==> src/rtl/mbox_pkg.sv <==
package mbox_pkg;
  localparam int DATA_W     = 8;
  localparam int ADDR_BYTES = 4;
  localparam int LEN_BYTES  = 2;

  // host-visible byte offsets (software decodes these)
  localparam int OFF_INT_EN    = 'hC89;
  localparam int OFF_LOC_MASK  = 'hC8C;
  localparam int OFF_LOC_BELL  = 'hC8D;
  localparam int OFF_SYS_MASK  = 'hC8E;
  localparam int OFF_SYS_BELL  = 'hC8F;
  localparam int OFF_LIST_ADDR = 'hC90;
  localparam int OFF_LIST_LEN  = 'hC94;
  localparam int OFF_TAG       = 'hC97;
  localparam int OFF_CPL_ADDR  = 'hC98;
  localparam int OFF_CPL_STAT  = 'hC9E;

  // strobes from control to datapath
  typedef struct packed {
    logic                  intEn;
    logic                  locMask;
    logic                  sysMask;
    logic                  tag;
    logic [ADDR_BYTES-1:0] listAddr;
    logic [LEN_BYTES-1:0]  listLen;
    logic                  cplLoad;
  } mboxStb_t;
endpackage

==> src/rtl/mbox_ctrl.sv <==
module mbox_ctrl
  import mbox_pkg::*;
#(
  parameter int ADDR_W = 12
) (
  input  logic              clk,
  input  logic              rstN,
  input  logic [ADDR_W-1:0] hostAddr,
  input  logic              hostWrEn,
  input  logic [1:0]        bellWrData,
  input  logic [1:0]        devLocalClr,
  input  logic              devFullSet,
  input  logic              devCplValid,
  input  logic              intEnBit,
  input  logic              sysMaskBit,
  output mboxStb_t          stb,
  output logic [1:0]        sysBell,
  output logic [1:0]        locBell,
  output logic              cmdValid,
  output logic              cplReady,
  output logic              irq
);
  logic [1:0] sysClr;
  logic [1:0] locSet;
  logic       cplAccept;

  function automatic logic hit(input logic [ADDR_W-1:0] a, input int off);
    return a == ADDR_W'(off);
  endfunction

  assign cplAccept = devCplValid && !sysBell[0];
  assign cplReady  = !sysBell[0];
  assign irq       = sysBell[0] && sysMaskBit && intEnBit;

  always_comb begin
    stb         = '0;
    stb.intEn   = hostWrEn && hit(hostAddr, OFF_INT_EN);
    stb.locMask = hostWrEn && hit(hostAddr, OFF_LOC_MASK);
    stb.sysMask = hostWrEn && hit(hostAddr, OFF_SYS_MASK);
    stb.tag     = hostWrEn && hit(hostAddr, OFF_TAG);
    for (int i = 0; i < ADDR_BYTES; i++)
      stb.listAddr[i] = hostWrEn && hit(hostAddr, OFF_LIST_ADDR + i);
    for (int i = 0; i < LEN_BYTES; i++)
      stb.listLen[i] = hostWrEn && hit(hostAddr, OFF_LIST_LEN + i);
    stb.cplLoad = cplAccept;
    sysClr = (hostWrEn && hit(hostAddr, OFF_SYS_BELL)) ? bellWrData : 2'b00;
    locSet = (hostWrEn && hit(hostAddr, OFF_LOC_BELL)) ? bellWrData : 2'b00;
  end

  always_ff @(posedge clk) begin
    if (!rstN) begin
      sysBell  <= '0;
      locBell  <= '0;
      cmdValid <= 1'b0;
    end else begin
      sysBell  <= (sysBell & ~sysClr) | {devFullSet, cplAccept};
      locBell  <= (locBell & ~devLocalClr) | locSet;
      cmdValid <= locSet[0] && !locBell[0];
    end
  end

  AST_CMD_ONE_CYCLE: assert property (@(posedge clk) disable iff (!rstN)
    cmdValid |=> !cmdValid);
  AST_CMD_WITH_BELL: assert property (@(posedge clk) disable iff (!rstN)
    cmdValid |-> locBell[0]);
  AST_SYS_FALL_BY_HOST: assert property (@(posedge clk) disable iff (!rstN)
    $fell(sysBell[0]) |-> $past(hostWrEn && hit(hostAddr, OFF_SYS_BELL) && bellWrData[0]));
  AST_IRQ_SLOT_BUSY: assert property (@(posedge clk) disable iff (!rstN)
    irq |-> !cplReady);
endmodule

==> src/rtl/mbox_dp.sv <==
module mbox_dp
  import mbox_pkg::*;
#(
  parameter int ADDR_W = 12
) (
  input  logic                     clk,
  input  logic                     rstN,
  input  mboxStb_t                 stb,
  input  logic [ADDR_W-1:0]        hostAddr,
  input  logic [DATA_W-1:0]        hostWrData,
  input  logic [1:0]               sysBell,
  input  logic [1:0]               locBell,
  input  logic [8*ADDR_BYTES-1:0]  devCplAddr,
  input  logic [DATA_W-1:0]        devCplStatus,
  output logic [DATA_W-1:0]        hostRdData,
  output logic [8*ADDR_BYTES-1:0]  cmdAddr,
  output logic [8*LEN_BYTES-1:0]   cmdLen,
  output logic                     intEnBit,
  output logic                     sysMaskBit
);
  logic [DATA_W-1:0] intEnQ, locMaskQ, sysMaskQ, tagQ, cplStatQ;
  logic [ADDR_BYTES-1:0][7:0] listAddrQ, cplAddrQ;
  logic [LEN_BYTES-1:0][7:0]  listLenQ;

  function automatic logic hit(input logic [ADDR_W-1:0] a, input int off);
    return a == ADDR_W'(off);
  endfunction

  assign cmdAddr    = listAddrQ;
  assign cmdLen     = listLenQ;
  assign intEnBit   = intEnQ[0];
  assign sysMaskBit = sysMaskQ[0];

  always_ff @(posedge clk) begin
    if (!rstN) begin
      intEnQ    <= '0;
      locMaskQ  <= '0;
      sysMaskQ  <= '0;
      tagQ      <= '0;
      listAddrQ <= '0;
      listLenQ  <= '0;
      cplAddrQ  <= '0;
      cplStatQ  <= '0;
    end else begin
      if (stb.intEn)   intEnQ   <= hostWrData;
      if (stb.locMask) locMaskQ <= hostWrData;
      if (stb.sysMask) sysMaskQ <= hostWrData;
      if (stb.tag)     tagQ     <= hostWrData;
      for (int i = 0; i < ADDR_BYTES; i++)
        if (stb.listAddr[i]) listAddrQ[i] <= hostWrData;
      for (int i = 0; i < LEN_BYTES; i++)
        if (stb.listLen[i]) listLenQ[i] <= hostWrData;
      if (stb.cplLoad) begin
        cplAddrQ <= devCplAddr;
        cplStatQ <= devCplStatus;
      end
    end
  end

  always_comb begin
    hostRdData = '0;
    if (hit(hostAddr, OFF_INT_EN))   hostRdData = intEnQ;
    if (hit(hostAddr, OFF_LOC_MASK)) hostRdData = locMaskQ;
    if (hit(hostAddr, OFF_LOC_BELL)) hostRdData = {6'b0, locBell};
    if (hit(hostAddr, OFF_SYS_MASK)) hostRdData = sysMaskQ;
    if (hit(hostAddr, OFF_SYS_BELL)) hostRdData = {6'b0, sysBell};
    if (hit(hostAddr, OFF_TAG))      hostRdData = tagQ;
    if (hit(hostAddr, OFF_CPL_STAT)) hostRdData = cplStatQ;
    for (int i = 0; i < ADDR_BYTES; i++) begin
      if (hit(hostAddr, OFF_LIST_ADDR + i)) hostRdData = listAddrQ[i];
      if (hit(hostAddr, OFF_CPL_ADDR + i))  hostRdData = cplAddrQ[i];
    end
    for (int i = 0; i < LEN_BYTES; i++)
      if (hit(hostAddr, OFF_LIST_LEN + i)) hostRdData = listLenQ[i];
  end

  AST_LIST_HELD: assert property (@(posedge clk) disable iff (!rstN)
    !(|stb.listAddr) |=> $stable(listAddrQ));
  AST_CPL_HELD: assert property (@(posedge clk) disable iff (!rstN)
    !stb.cplLoad |=> $stable({cplAddrQ, cplStatQ}));
endmodule

==> src/rtl/mbox_doorbell.sv <==
module mbox_doorbell
  import mbox_pkg::*;
#(
  parameter int ADDR_W = 12
) (
  input  logic              clk,
  input  logic              rstN,
  input  logic [ADDR_W-1:0] hostAddr,
  input  logic              hostWrEn,
  input  logic [7:0]        hostWrData,
  output logic [7:0]        hostRdData,
  output logic              cmdValid,
  output logic [31:0]       cmdAddr,
  output logic [15:0]       cmdLen,
  output logic [1:0]        localBell,
  input  logic [1:0]        devLocalClr,
  input  logic              devFullSet,
  input  logic              devCplValid,
  input  logic [31:0]       devCplAddr,
  input  logic [7:0]        devCplStatus,
  output logic              devCplReady,
  output logic              irq
);
  mboxStb_t   stb;
  logic [1:0] sysBell;
  logic       intEnBit, sysMaskBit;

  mbox_ctrl #(.ADDR_W(ADDR_W)) u_ctrl (
    .clk(clk), .rstN(rstN), .hostAddr(hostAddr), .hostWrEn(hostWrEn),
    .bellWrData(hostWrData[1:0]), .devLocalClr(devLocalClr),
    .devFullSet(devFullSet), .devCplValid(devCplValid),
    .intEnBit(intEnBit), .sysMaskBit(sysMaskBit), .stb(stb),
    .sysBell(sysBell), .locBell(localBell), .cmdValid(cmdValid),
    .cplReady(devCplReady), .irq(irq)
  );

  mbox_dp #(.ADDR_W(ADDR_W)) u_dp (
    .clk(clk), .rstN(rstN), .stb(stb), .hostAddr(hostAddr),
    .hostWrData(hostWrData), .sysBell(sysBell), .locBell(localBell),
    .devCplAddr(devCplAddr), .devCplStatus(devCplStatus),
    .hostRdData(hostRdData), .cmdAddr(cmdAddr), .cmdLen(cmdLen),
    .intEnBit(intEnBit), .sysMaskBit(sysMaskBit)
  );
endmodule

==> config.mk <==
export PLATFORM = sky130hd
export DESIGN_NAME = mbox_doorbell
export DESIGN_NICKNAME = d
export VERILOG_FILES = /design/src/rtl/mbox_pkg.sv /design/src/rtl/mbox_ctrl.sv /design/src/rtl/mbox_dp.sv /design/src/rtl/mbox_doorbell.sv
export SDC_FILE = /design/constraint.sdc
export NUM_CORES = 1
export LEC_CHECK = 0
export BUFFER_PORTS_ARGS = -buffer_cell sky130_fd_sc_hd__buf_2
export CORE_UTILIZATION = 35
export DETAILED_ROUTE_END_ITERATION = 10
export MAX_ROUTING_LAYER = met4
export PLACE_DENSITY = 0.61
export SLEW_MARGIN = 20
export SYNTH_ARGS = -nofsm -noshare
export SYNTH_HDL_FRONTEND = slang
export SYNTH_SLANG_ARGS = --single-unit
==> constraint.sdc <==
create_clock -name clk -period 2.85 [get_ports clk]
set_input_delay 0.4275 -clock clk [delete_from_list [all_inputs] [get_ports clk]]
set_output_delay 0.4275 -clock clk [all_outputs]
set_load 0.02 [all_outputs]
* Word-level counts from Yosys, hierarchy flattened
Cells that the tools add are included.
** Operators by class
- Eq/ne operators :: 17
- Mux-type cells :: 19
- Bitwise operators :: 6
- Reductions and logical operators :: 18
** Operators with widths (number)
- 12-bit equality test (second input constant) :: 17
- 8-bit 2-to-1 mux :: 17
- 1-bit logical AND :: 16
- 2-bit bitwise AND :: 2
- 2-bit 2-to-1 mux :: 2
- 2-bit inverter :: 2
- 2-bit OR :: 2
- 1-bit zero test :: 2
** Storage, ports and cells
- Flip-flop bits (word level) :: 125
- Bits of input ports :: 67
- Output and inout port bits :: 61
- Word-level logic and storage cells :: 78

* Logic depth before layout (Yosys ltp)
Gate-level depths: netlist (run 1).
- Depth after elaboration :: 18
- Depth in mapped cells :: 9
- Gate-level depth less buffers :: 6

* By module
A second synthesis (run 1) with hierarchy kept.
** Second synthesis, totals
- Cell total of the unflattened synthesis :: 686
- Area, all modules :: 6423.7 µm²
** Modules (own cells, without submodules)
- mbox_dp :: times used 1, cells an instance 636, area each 6042.0 µm², seq. area each 2402.3 µm²
- mbox_ctrl :: times used 1, cells an instance 50, area each 381.6 µm², seq. area each 100.1 µm²

* Worst setup path after synthesis (run 1)
Ideal clock, no wire load.
- Path type :: in2out
- From :: input hostAddr[8]
- To :: output hostRdData[2]
- Arrival :: 2.046 ns
- Data required time :: 2.423 ns
- Slack :: 0.377 ns
- Cell stages on the path :: 8
- Path buffers :: 3
- Path through :: and4bb_1 buf_6 and3_1 buf_2 buf_4 a32oi_1 o21ai_0 a211oi_1
** On the way
- Word-level cells in the longest chain between the ends :: 18
- Elaborated cells between the ends (all ways) :: 34
- Those cells by class :: 17 x eq/ne; 17 x mux
** Ends and longest elaborated chain
- from (decl) :: RTL line mbox_doorbell.sv:8 : input logic [ADDR_W-1:0] hostAddr,
- 12-bit equality test :: RTL line mbox_dp.sv:26 : return a == ADDR_W'(off);
- 8-bit 2-to-1 mux :: RTL line mbox_dp.sv:62 : if (hit(hostAddr, OFF_INT_EN)) hostRdData = intEnQ;
- 8-bit 2-to-1 mux :: RTL line mbox_dp.sv:63 : if (hit(hostAddr, OFF_LOC_MASK)) hostRdData = locMaskQ;
- 8-bit 2-to-1 mux :: RTL line mbox_dp.sv:64 : if (hit(hostAddr, OFF_LOC_BELL)) hostRdData = {6'b0, locBell};
- 8-bit 2-to-1 mux :: RTL line mbox_dp.sv:65 : if (hit(hostAddr, OFF_SYS_MASK)) hostRdData = sysMaskQ;
- 8-bit 2-to-1 mux :: RTL line mbox_dp.sv:66 : if (hit(hostAddr, OFF_SYS_BELL)) hostRdData = {6'b0, sysBell};
- 8-bit 2-to-1 mux :: RTL line mbox_dp.sv:67 : if (hit(hostAddr, OFF_TAG)) hostRdData = tagQ;
- 8-bit 2-to-1 mux :: RTL line mbox_dp.sv:68 : if (hit(hostAddr, OFF_CPL_STAT)) hostRdData = cplStatQ;
- (+2 left out)
- 8-bit 2-to-1 mux :: RTL line mbox_dp.sv:70 : if (hit(hostAddr, OFF_LIST_ADDR + i)) hostRdData = listAddrQ[i];
- 8-bit 2-to-1 mux :: RTL line mbox_dp.sv:71 : if (hit(hostAddr, OFF_CPL_ADDR + i)) hostRdData = cplAddrQ[i];
- 8-bit 2-to-1 mux :: RTL line mbox_dp.sv:70
- 8-bit 2-to-1 mux :: RTL line mbox_dp.sv:71
- 8-bit 2-to-1 mux :: RTL line mbox_dp.sv:70
- 8-bit 2-to-1 mux :: RTL line mbox_dp.sv:71
- 8-bit 2-to-1 mux :: RTL line mbox_dp.sv:74 : if (hit(hostAddr, OFF_LIST_LEN + i)) hostRdData = listLenQ[i];
- 8-bit 2-to-1 mux (*) :: RTL line mbox_dp.sv:74
- to (decl) :: RTL line mbox_doorbell.sv:11 : output logic [7:0] hostRdData,
Every way passes the cells marked *; elsewhere a longest branch is shown, timed or not.

* Worst setup path after layout (run 1)
Same ends and word-level chain as after synthesis.

==> results.yml, run 1 <==
yosys:
  yosys_register_bits: 125
  synth-compound-area-share_pct: 25.4
  synth_top_family_by_area: "compound AO/OA/AOI/OAI gates"
  synth_mux_area_share_pct: 6.86
  synth_warnings: 0
  netlist_area_um2: 6420
  yosys.area_share.xor_xnor_pct: 0
  synth_simple_gate_area_share_pct: 23.7
  ys_types: 71
  postSynthAreaPerCell_um2: 8.28
  ys.flop_type: "dfxtp_1"
  syn_nets: 842
  ys_seq_area_share_pct: 39.0
  synth_edf_count: 0
  synthAdderAreaFrac_pct: 0
  synthArstFlopShare_pct: 0
  synthCells: 775
finish:
  syn2layout_area_growth_pct: 29.1
  mostFrequentLayoutCell: "nand2_1"
  final_nets: 1008
  finish.instance_area_um2: 8290
  fill_cells: 1808
  drive_gt1_share_pct: 28.6
  final_cell_mix: "nand2_1, buf_2, dfxtp_1"
  final_cells: 1184
sta:
  fin_skew_ns: 0.00383
  relSlewSlack_pct: 52.6
  max_freq_mhz: 361
  rsz0062_at_grt: "no"
  finalCriticalPeriod_ns: 2.77
  drv_slew: 0
  finalHoldViolCount: 0
  tightest_slew_ns: 0.711
  setup-violations-final: 0
  finalSetupTns_ns: 0
  fin_crit_sh_pct: 97.3
critical_path:
  endpoint_kind: "output pin"
  cp.arrival_ns: 2.34
  crit_type: "in -> out"
  path_max_fanout: 16
  r2r-start: "u_ctrl.sysBell[0]"
  start_kind: "input pin"
  crit_start: "hostAddr[8]"
  crit_required_ns: 2.42
routing:
  wl_um: 23800
  num_vias: 6351
  drc: 0
  drt_iter0_markers: 592
  firstDrtPassIters: 5
  antenna_left: 0
  wl_per_cell_um: 20.1
  avgViaCountPerCell: 5.36
global_route:
  overflow: 0
  grt_usage_pct: 27.2
  grt_max_degree: 49
  grt_pass1_wl_um: 36200
  antenna_found_initial: 1
  grt_pass1_vias: 5907
place:
  placed_cells: 1151
  hpwl_um: 17900
  placed_cell_area_um2: 7730
  gp_congestion: 1.00
  port_buffers: 127
cts:
  root_buffer: "clkbuf_16"
  cts-htree-levels: 4
  clk_pin_slew_ns: 0.06
  clkLatencyLatePin_ns: 0.43
  cts_tree: "yes"
  cts_hold_buffers: 0
  cts_buffer_depth: 2
  cts_made_buffers: 17
  clkSinkCount: 125
floorplan:
  core_region_area_um2: 18000
  std_cell_rows: 49
  die_y_um: 137
  start_util_pct: 35.7
  die_x_um: 137
  die_area_um2: 18900
  ioPinCount: 128
power_and_ir_drop:
  p_leak_uw: 0.00324
  p_per_area_nw_per_um2: 504
  vdd_ir_drop_max_mv: 0.397
worst_hold_path:
  hp-class: "in -> reg"
  worstHoldStart: "devFullSet"
status:
  outcome: "complete, no violations"
run:
  drv_cap: 0
[state kept, by name, indices dropped and copies added, names as in the netlist]
register and flops:
u_ctrl.locBell 2, u_ctrl.cmdValid 1, u_dp.cplAddrQ 32, u_dp.sysMaskQ 8, u_dp.cmdAddr 32, u_ctrl.sysBell 2, u_dp.tagQ 8, u_dp.cmdLen 16
u_dp.locMaskQ 8, u_dp.cplStatQ 8, u_dp.intEnQ 8
[worst paths after layout]
path / slack [ns] / endpoint / depth (start not counted)
setup reg to reg: 1.49 / u_dp.cplAddrQ[20] / 5
hold / removal: 0.22 / u_ctrl.sysBell[1] / 2
setup / recovery: 0.08 / hostRdData[2] / 9
hold reg to reg: 0.47 / u_dp.tagQ[0] / 2
[cells in the mapped netlist, types with 11 or more instances]
cell type    n  area (µm²)
a21boi_0    91         683
clkbuf_1    41         154
nor2b_1     32         200
o21ai_0     37         185
nand2_1    166         623
buf_2       19        95.1
nor2_1      26        97.6
mux2i_1     35         350
dfxtp_1    125        2500
o22ai_1     11        68.8
nand3_1     29         145
a21oi_1     17        85.1
[cell families after synthesis]
group,Yosys count
compound gates,228
buf+inv,72
flops,125
mux,41
simple gates,309
[where the power goes]
| group | internal [µW] | switching [µW] | leakage (µW) |
|---|---|---|---|
| logic | 149 | 217 | 0.00198 |
| registers | 1780 | 29.0 | 0.00101 |
| clock network | 1120 | 876 | 0.000247 |
[metal layers]
layer / vias to the layer above / part of all wire (%) / GRT usage (%)
li1: 3103 / - / -
met1: 2956 / 45 / 37.3
met5: - / 0 / -
met2: 254 / 44 / 39.0
met4: 0 / 2.5 / 9.46
met3: 38 / 7.7 / 5.81
[worst max-delay path: stages]
cell      delay, ns
buf_2          0.10
and4bb_1       0.30
buf_12         0.17
and3_1         0.34
nand3_1        0.15
nor2_1         0.10
o21ai_0        0.11
a211oi_1       0.39
buf_2          0.24
[per-stage QoR]
stage	util, %	hold slack [ns]	worst slack [ns]	power (µW)
final	46.1	0.223	0.0778	4180
after global routing	46.1	0.224	0.0311	4310
after CTS	46.0	0.219	0.0909	4190
after detailed placement	43.0	0.459	0.0921	2210
after global placement	43.0	0.450	0.0642	2210
after floorplan	-	0.438	0.377	2030
[timing repair]
action                                 in CTS  in global routing
endpoints found under the hold margin       0                  0
setup buffers                               0                  0
resized for setup                           0                  5
setup endpoints to repair                   0                  5
[final cells by class]
class | instances | area (µm²) | share of cell area, %
antenna | 1 | 2.50 | 0.0302
timing repair buffer | 211 | 1320 | 15.9
clock buffer | 18 | 429 | 5.18
clock inverter | 14 | 114 | 1.37
tap | 229 | 287 | 3.46
sequential | 125 | 2500 | 30.2
multi-input combinational | 578 | 3600 | 43.5
inverter | 8 | 30.0 | 0.362
Power figures use the tool's default switching activity.
==> run 2, diff against run 1 <==
Settings changed: PLACE_DENSITY 0.61 to not set.
==> run 2 against run 1 <==
  * Wire length is 0.83% lower
  * Combinational power down 2%
  * Non-clock buffer count decreased by 22
  * Worst hold slack gained 0.010 ns
  * Sequential share of layout area grew 0.50 points
  * Clock skew increased by 0.0018 ns
  * Die area stayed put
  * Largest power group unchanged
==> results.yml, run 2 (same netlist as run 1, synthesis figures left out) <==
sta:
  finalHoldViolCount: 0
  finalCriticalPeriod_ns: 2.76
  rsz0062_at_grt: "no"
  fin_crit_sh_pct: 97.0
  setup-violations-final: 0
  tightest_slew_ns: 0.543
  max_freq_mhz: 362
  relSlewSlack_pct: 63.6
  fin_skew_ns: 0.00567
  drv_slew: 0
  finalSetupTns_ns: 0
  fin_ws_ns: 0.0867
finish:
  final_nets: 986
  utilization_pct: 45.4
  syn2layout_area_growth_pct: 27.0
  final_cell_mix: "nand2_1, buf_2, dfxtp_1"
  finish.instance_area_um2: 8150
  fill_cells: 1783
  drive_gt1_share_pct: 26.9
  mostFrequentLayoutCell: "nand2_1"
  diodes: 0
run:
  drv_cap: 0
floorplan:
  std_cell_rows: 49
  start_util_pct: 35.7
  die_area_um2: 18900
  die_x_um: 137
  ioPinCount: 128
  die_y_um: 137
  core_region_area_um2: 18000
global_route:
  grt_pass1_vias: 5709
  grt_usage_pct: 26.5
  grt_max_degree: 126
  grt_pass1_wl_um: 35300
  overflow: 0
  antenna_found_initial: 0
power_and_ir_drop:
  p_switching_uw: 1070
  combPwrFrac_pct: 8.5
  p_total_uw: 4220
  p_leak_uw: 0.00315
  p_per_area_nw_per_um2: 517
  switching_share_pct: 25.3
  internal_power_uw: 3150
  seqPwrFrac_pct: 42.9
  vdd_ir_drop_max_mv: 0.375
  clkPwrFrac_pct: 48.6
place:
  port_buffers: 127
  hpwl_um: 17400
  placed_cell_area_um2: 7580
  gp_congestion: 0.972
  dp_slack_ns: 0.0343
critical_path:
  path_max_fanout: 16
  start_kind: "input pin"
  cp.arrival_ns: 2.34
  endpoint_kind: "output pin"
  crit_required_ns: 2.42
  crit_type: "in -> out"
cts:
  cts_tree: "yes"
  clkLatencyLatePin_ns: 0.42
  cts_buffer_depth: 2
  cts_made_buffers: 17
  root_buffer: "clkbuf_16"
  cts-htree-levels: 4
  clkSinkCount: 125
  clk_pin_slew_ns: 0.06
routing:
  num_vias: 6342
  avgViaCountPerCell: 5.46
  drt_iter0_markers: 542
  wl_um: 23600
  firstDrtPassIters: 7
  wl_per_cell_um: 20.3
  antenna_left: 0
  drc: 0
status:
  outcome: "complete, no violations"
worst_hold_path:
  hp-class: "in -> reg"
## run 2: cell types whose count changed in the layout (fill, tap and decap cells not counted), moves of 2 or more
cell / before / now
buf_4: 80 / 57
clkinv_4: 3 / 5
clkinvlp_4: 6 / 3
inv_6: 3 / 1
nor3_1: 8 / 6
nor3_2: 0 / 2
## run 2: critical path: stages
cell and delay (ns):
buf_2 0.10, and4bb_1 0.30, buf_12 0.17, nand2_1 0.11, buf_4 0.18, o22ai_1 0.25, a21oi_1 0.07, a211o_1 0.32
a21oi_2 0.20, buf_2 0.20
## run 2: path summary, 6_finish.rpt
kind	startpoint	endpoint	slack (ns)	depth (start not counted)
worst min register to register	u_dp.cplAddrQ[10]	u_dp.cplAddrQ[10]	0.46	2
worst min-delay path	devFullSet	u_ctrl.sysBell[1]	0.23	2
worst max-delay path	hostAddr[8]	hostRdData[0]	0.09	10
worst max register to register	u_ctrl.sysBell[0]	u_dp.cplAddrQ[21]	1.46	5
## run 2: cell type report
type	instances	area, µm²	share of cell area [%]
Multi-Input combinational cell	578	3610	44.3
Sequential cell	125	2500	30.7
Timing Repair Buffer	189	1160	14.3
Clock buffer	20	447	5.48
Tap cell	229	287	3.51
Clock inverter	12	115	1.41
Inverter	8	30.0	0.368
## run 2: power groups by stage
| stage | Clock [µW] | Sequential, µW | Combinational, µW |
|---|---|---|---|
| global route | 2160 | 1810 | 387 |
| global placement | 0 | 1850 | 355 |
| detailed placement | 0 | 1850 | 354 |
| floorplan | 0 | 1830 | 197 |
| CTS | 2070 | 1810 | 355 |
| finish | 2050 | 1810 | 359 |
## run 2: repair_timing
action | CTS | global route
gates resized for setup | 0 | 4
buffers inserted | 0 | 0
hold buffers | 0 | 0
setup endpoints to repair | 0 | 7
## run 2: per-layer routing
layer / up-vias / track usage [%] / wire length (µm)
li1: 3042 / - / -
met1: 3034 / 36.4 / 11300
met2: 231 / 38.4 / 10600
met3: 35 / 5.81 / 1300
met4: 0 / 8.24 / 415
met5: - / - / 0
## run 2: through the flow
stage          hold slack, ns  instances
6_report                0.234       1161
5_1_grt                 0.220       1161
4_1_cts                 0.225       1161
3_5_place_dp            0.457       1129
3_3_place_gp            0.451       1129
2_1_floorplan           0.438        775
